## src/rtl/irq_entry_pkg.sv

```systemverilog
package irq_entry_pkg;

    // Outcome of the most recent clock edge
    typedef enum logic [1:0] {
        ST_IDLE    = 2'd0,
        ST_ENTERED = 2'd1,
        ST_IGNORED = 2'd2,
        ST_BADCODE = 2'd3
    } entry_state_e;

    // Status word bit positions decoded by the core
    localparam int SR_MD_BIT = 30;
    localparam int SR_RB_BIT = 29;
    localparam int SR_BL_BIT = 28;

    // Save slots inside the context register file
    localparam int SLOT_PC    = 0;
    localparam int SLOT_SR    = 1;
    localparam int SLOT_R15   = 2;
    localparam int SLOT_EVT   = 3;
    localparam int SLOT_NSR   = 4;
    localparam int SLOT_NPC   = 5;
    localparam int SLOT_COUNT = 6;

endpackage

```

## src/rtl/irq_code_check.sv

```systemverilog
module irq_code_check #(
    parameter int XLEN       = 32,
    parameter int ALIGN_BITS = 5,
    parameter int CODE_MIN   = 'h400,
    parameter int CODE_MAX   = 'h3FE0
) (
    input  logic [XLEN-1:0] code,
    output logic            legal
);
    localparam logic [XLEN-1:0] MIN_W = XLEN'(CODE_MIN);
    localparam logic [XLEN-1:0] MAX_W = XLEN'(CODE_MAX);

    logic aligned;
    logic in_range;

    always_comb begin
        aligned  = (code[ALIGN_BITS-1:0] == '0);
        in_range = (code >= MIN_W) && (code <= MAX_W);
        legal    = aligned && in_range;
    end

endmodule

```

## src/rtl/irq_sr_compose.sv

```systemverilog
module irq_sr_compose
    import irq_entry_pkg::*;
#(
    parameter int XLEN     = 32,
    parameter int MASK_W   = 4,
    parameter int MASK_LSB = 4
) (
    input  logic [XLEN-1:0]   cur_sr,
    input  logic [MASK_W-1:0] level,
    input  logic              mask_upd,
    output logic [XLEN-1:0]   sr_next
);
    always_comb begin
        sr_next            = cur_sr;
        sr_next[SR_MD_BIT] = 1'b1;
        sr_next[SR_RB_BIT] = 1'b1;
        sr_next[SR_BL_BIT] = 1'b1;
        if (mask_upd) begin
            sr_next[MASK_LSB +: MASK_W] = level;
        end
    end

endmodule

```

## src/rtl/irq_entry_fsm.sv

```systemverilog
module irq_entry_fsm
    import irq_entry_pkg::*;
(
    input  logic         clk,
    input  logic         rst_n,
    input  logic         accept,
    input  logic         blocked,
    input  logic         code_legal,
    output logic         commit,
    output entry_state_e state,
    output logic         taken,
    output logic         ignored,
    output logic         code_err
);
    entry_state_e state_nx;

    // Next-state decision, made in any present state
    always_comb begin
        state_nx = ST_IDLE;
        commit   = 1'b0;
        unique case (state)
            ST_IDLE, ST_ENTERED, ST_IGNORED, ST_BADCODE: begin
                if (!accept) begin
                    state_nx = ST_IDLE;
                end else if (blocked) begin
                    state_nx = ST_IGNORED;
                end else if (!code_legal) begin
                    state_nx = ST_BADCODE;
                end else begin
                    state_nx = ST_ENTERED;
                    commit   = 1'b1;
                end
            end
            default: state_nx = ST_IDLE;
        endcase
    end

    // State register
    always_ff @(posedge clk or negedge rst_n) begin
        if (!rst_n) begin
            state <= ST_IDLE;
        end else begin
            state <= state_nx;
        end
    end

    // Output decode
    always_comb begin
        taken    = 1'b0;
        ignored  = 1'b0;
        code_err = 1'b0;
        unique case (state)
            ST_IDLE:    ;
            ST_ENTERED: taken    = 1'b1;
            ST_IGNORED: ignored  = 1'b1;
            ST_BADCODE: code_err = 1'b1;
            default:    ;
        endcase
    end

endmodule

```

## src/rtl/irq_ctx_regs.sv

```systemverilog
module irq_ctx_regs #(
    parameter int XLEN  = 32,
    parameter int SLOTS = 6
) (
    input  logic                       clk,
    input  logic                       rst_n,
    input  logic                       load,
    input  logic [SLOTS-1:0][XLEN-1:0] d,
    output logic [SLOTS-1:0][XLEN-1:0] q
);
    for (genvar s = 0; s < SLOTS; s++) begin : g_slot
        always_ff @(posedge clk or negedge rst_n) begin
            if (!rst_n) begin
                q[s] <= '0;
            end else if (load) begin
                q[s] <= d[s];
            end
        end
    end

endmodule

```

## src/rtl/irq_entry_seq.sv

```systemverilog
module irq_entry_seq
    import irq_entry_pkg::*;
#(
    parameter int XLEN       = 32,
    parameter int MASK_W     = 4,
    parameter int MASK_LSB   = 4,
    parameter int VEC_OFFSET = 'h600,
    parameter int ALIGN_BITS = 5,
    parameter int CODE_MIN   = 'h400,
    parameter int CODE_MAX   = 'h3FE0
) (
    input  logic              clk,
    input  logic              rst_n,
    input  logic              accept,
    input  logic [XLEN-1:0]   evt_code,
    input  logic [MASK_W-1:0] irq_level,
    input  logic              mask_upd,
    input  logic [XLEN-1:0]   cur_pc,
    input  logic [XLEN-1:0]   cur_sr,
    input  logic [XLEN-1:0]   cur_r15,
    input  logic [XLEN-1:0]   vbr,
    output logic [XLEN-1:0]   saved_pc,
    output logic [XLEN-1:0]   saved_sr,
    output logic [XLEN-1:0]   saved_r15,
    output logic [XLEN-1:0]   evt_reg,
    output logic [XLEN-1:0]   new_sr,
    output logic [XLEN-1:0]   new_pc,
    output logic              taken,
    output logic              ignored,
    output logic              code_err
);
    localparam logic [XLEN-1:0] VEC_OFF_W = XLEN'(VEC_OFFSET);

    logic                            code_legal;
    logic                            commit;
    logic [XLEN-1:0]                 sr_next;
    logic [SLOT_COUNT-1:0][XLEN-1:0] slot_d;
    logic [SLOT_COUNT-1:0][XLEN-1:0] slot_q;
    entry_state_e                    state;

    irq_code_check #(
        .XLEN(XLEN), .ALIGN_BITS(ALIGN_BITS),
        .CODE_MIN(CODE_MIN), .CODE_MAX(CODE_MAX)
    ) u_code (
        .code  (evt_code),
        .legal (code_legal)
    );

    irq_sr_compose #(
        .XLEN(XLEN), .MASK_W(MASK_W), .MASK_LSB(MASK_LSB)
    ) u_sr (
        .cur_sr   (cur_sr),
        .level    (irq_level),
        .mask_upd (mask_upd),
        .sr_next  (sr_next)
    );

    irq_entry_fsm u_fsm (
        .clk        (clk),
        .rst_n      (rst_n),
        .accept     (accept),
        .blocked    (cur_sr[SR_BL_BIT]),
        .code_legal (code_legal),
        .commit     (commit),
        .state      (state),
        .taken      (taken),
        .ignored    (ignored),
        .code_err   (code_err)
    );

    always_comb begin
        slot_d           = '0;
        slot_d[SLOT_PC]  = cur_pc;
        slot_d[SLOT_SR]  = cur_sr;
        slot_d[SLOT_R15] = cur_r15;
        slot_d[SLOT_EVT] = evt_code;
        slot_d[SLOT_NSR] = sr_next;
        slot_d[SLOT_NPC] = vbr + VEC_OFF_W;
    end

    irq_ctx_regs #(.XLEN(XLEN), .SLOTS(SLOT_COUNT)) u_ctx (
        .clk   (clk),
        .rst_n (rst_n),
        .load  (commit),
        .d     (slot_d),
        .q     (slot_q)
    );

    always_comb begin
        saved_pc  = slot_q[SLOT_PC];
        saved_sr  = slot_q[SLOT_SR];
        saved_r15 = slot_q[SLOT_R15];
        evt_reg   = slot_q[SLOT_EVT];
        new_sr    = slot_q[SLOT_NSR];
        new_pc    = slot_q[SLOT_NPC];
    end

endmodule

```

## config.mk

```make
export PLATFORM = sky130hd
export DESIGN_NAME = irq_entry_seq
export DESIGN_NICKNAME = d
export VERILOG_FILES = /design/src/rtl/irq_entry_pkg.sv /design/src/rtl/irq_code_check.sv /design/src/rtl/irq_sr_compose.sv /design/src/rtl/irq_entry_fsm.sv /design/src/rtl/irq_ctx_regs.sv /design/src/rtl/irq_entry_seq.sv
export SDC_FILE = /design/constraint.sdc
export NUM_CORES = 1
export LEC_CHECK = 0
export BUFFER_PORTS_ARGS = -buffer_cell sky130_fd_sc_hd__buf_2
export CORE_AREA = 2 2 157 159
export CTS_CLUSTER_SIZE = 40
export DETAILED_ROUTE_END_ITERATION = 8
export DIE_AREA = 0 0 159 161
export GPL_TIMING_DRIVEN = 0
export PLACE_DENSITY_LB_ADDON = 0.12
export SYNTH_ARGS = -nofsm -noshare
export SYNTH_HDL_FRONTEND = slang
export SYNTH_SLANG_ARGS = --single-unit
```

## constraint.sdc

```tcl
create_clock -name clk -period 2 [get_ports clk]
set_clock_uncertainty 0.15 [all_clocks]
set_input_delay 0.1 -clock clk [delete_from_list [all_inputs] [get_ports clk]]
set_output_delay 0.1 -clock clk [all_outputs]
set_load 0.1 [all_outputs]
```

==> impl_metrics.json <==
{
  "fin_total_pwr_mw": 7.48,
  "viasPerCell": 4.17,
  "clkSinkCount": 167,
  "core_region_area_mm2": 0.0240,
  "grt_max_degree": 87,
  "path_clk_slew_ns": 0.07,
  "drt_iter0_drc": 308,
  "drt_wl_total_um": 22800,
  "outcome": "finished clean",
  "power_density_mw_per_mm2": 660,
  "period_needed_ns": 1.89,
  "die_h_um": 161,
  "worst_ep_required_time_ns": 2.11,
  "num_rows": 57,
  "grt_pass1_wl_um": 36400,
  "yosys_warnings": 0,
  "yosys.area.top_type": "dfrtp_1",
  "post-route-period-util_pct": 94.3,
  "crit_chain": "dlygate4sd3_1 -> buf_4 -> and4_4 -> nand2_1 -> nor3_2 -> xnor2_1 -> dlygate4sd3_1 -> a21oi_1",
  "numCtsBuffers": 17,
  "crit_type": "primary input to flip-flop",
  "grt_setup_unrepaired": "no",
  "io_buffer_count": 361,
  "hold_violations": 0,
  "route.vias.total": 6706,
  "synth_edf_count": 0,
  "dieArea_mm2": 0.0256,
  "arrival_ns": 1.99,
  "grt_overflow": 0,
  "path_max_fanout": 5,
  "p_leak_nw": 6.62,
  "ir_drop_mv": 0.419,
  "cts_max_path_buffers": 2,
  "synthMostInstantiatedCell": "nand2_1",
  "ios": 363,
  "syn2layout_area_growth_pct": 65.3,
  "maxCapViolations": 0,
  "critical_path.top_delay_family": "buffers and inverters",
  "slowest_stage": "dlygate4sd3_1",
  "ys_top_cells_by_area": "dfrtp_1 61%, nand2_1 20%, buf_4 3.0%",
  "avgSynthCellArea_um2": 9.38,
  "diodes": 0,
  "hold_path_class": "primary input to flip-flop",
  "routedWlPerCell_um": 14.2,
  "critPathLaunchType": "primary input",
  "gp_congestion": 0.790,
  "seq_area_frac_synth_pct": 61.0,
  "fmax_ghz": 0.530,
  "drtAntennaViolNets": 0,
  "max_stage_delay_ns": 0.55,
  "postSynthCellCount": 731,
  "endpoint_kind": "flip-flop",
  "grtUsageTotal_pct": 17.9,
  "dr.pass1.iters": 4,
  "cp_num_buf_inv": 3,
  "setup_viol": 0,
  "finalNetCount": 1440,
  "holdWs_ns": 0.0342,
  "insertion_delay_ns": 0.42,
  "crit_path_frequent_cell": "dlygate4sd3_1",
  "fillers": 2378,
  "start_util_pct": 28.6,
  "chipWidth_um": 159,
  "cts_tree": "built",
  "synth_nets": 900,
  "slew_violations": 0,
  "netlist_area_mm2": 0.00686,
  "dominantRegCellSynth": "dfrtp_1",
  "cts-root-buf": "clkbuf_16",
  "synth-seq-cells": 167,
  "relSlewSlack_pct": 30.0,
  "synthTopCellsByCount": "369 x nand2_1, 167 x dfrtp_1, 27 x buf_4",
  "drc": 0,
  "drive_above_1_share_pct": 35.6,
  "tightest_slew_ns": 1.04,
  "dpl.hpwl_um": 16100,
  "grt_pass1_vias": 6770,
  "async_reset_ff_share_pct": 100,
  "synth_top_area_share_pct": 61.0,
  "htree_levels": 4,
  "grt_antenna_before_repair": 0,
  "ys_types": 34
}
## metal layers
metal	part of all wire, %	GRT usage, %	vias up
li1	-	-	3335
met1	44	22.6	3109
met2	48	29.9	233
met3	6.2	4.90	29
met4	2.1	5.87	0
met5	0	0	-
## power breakdown
group | switching (mW) | internal (mW)
registers | 0.00148 | 3.38
clock network | 1.55 | 1.94
logic | 0.241 | 0.366
total | 1.80 | 5.68
## logic make-up (layout without fill, tap and decap cells)
group                    Yosys count  after routing  share of synthesized area (%)
multiplexers                       4              4                          0.584
buffers and inverters             65            618                           6.55
AO/OA/AOI/OAI                     30             30                           2.30
XOR/XNOR                          21             21                           2.68
AND/OR/NAND/NOR                  443            443                           26.7
flip-flops                       167            167                           61.0
adder cells (fa/ha/maj)            1              1                          0.182
## repair_timing
action	4_1_cts	5_1_grt
endpoints found under the setup margin	100	3
setup buffers	0	2
resized for setup	1	6
pin swaps	0	2
hold endpoints to repair	227	0
hold buffers	157	0
## worst paths after layout
| path | from | to | slack, ns | depth (start not counted) |
|---|---|---|---|---|
| max | vbr[23] | u_ctx.q[189] | 0.11 | 8 |
| min in group asynchronous | rst_n | u_ctx.q[12] | 0.09 | 2 |
| max reg2reg | u_ctx.q[186] | u_ctx.q[186] | 1.14 | 2 |
| min | vbr[21] | u_ctx.q[183] | 0.03 | 5 |
| min reg2reg | u_ctx.q[107] | u_ctx.q[107] | 0.31 | 2 |
| max in group asynchronous | rst_n | u_ctx.q[107] | 0.73 | 3 |
## cell type report
cell class / instances / area (µm²) / share of cell area (%)
Buffer: 61 / 435 / 3.84
Clock buffer: 18 / 439 / 3.88
Clock inverter: 14 / 180 / 1.59
Inverter: 4 / 15.0 / 0.132
Multi-Input combinational cell: 499 / 2240 / 19.8
Sequential cell: 167 / 4180 / 36.9
Tap cell: 324 / 405 / 3.58
Timing Repair Buffer: 521 / 3430 / 30.3
## placed cells by master, fill, tap and decap left out, types with 10 or more instances in the layout
cell	netlist	routed
nor2_1	13	13
dfrtp_1	167	167
xor2_1	11	11
and2_1	25	25
dlygate4sd3_1	0	157
nand2_1	369	369
buf_2	16	375
buf_6	11	11
xnor2_1	10	10
buf_4	27	30
o21ai_0	17	17
clkbuf_16	0	17
## flip-flops by register name, indices dropped and copies added (netlist names)
| name | cells |
|---|---|
| u_fsm.state | 2 |
| u_ctx.q | 165 |
## tightest hold or removal path: stages
cell and delay, ns:
buf_2 0.11, nand3b_1 0.09, nor4_2 0.05, xnor2_1 0.14
o21ai_0 0.07
## metrics by stage
stage,worst slack [ns],setup TNS [ns],utilization (%),instances,area [µm²]
after floorplan,0.0440,0,-,731,6860
after global placement,-2.22,-437.79,37.8,1416,9070
after detailed placement,-0.643,-71.23,38.0,1417,9100
after CTS,0.0171,0,47.1,1606,11300
after global routing,0.00699,0,47.3,1608,11300
final,0.115,0,47.3,1608,11300
(Power assumes the default switching activity.)
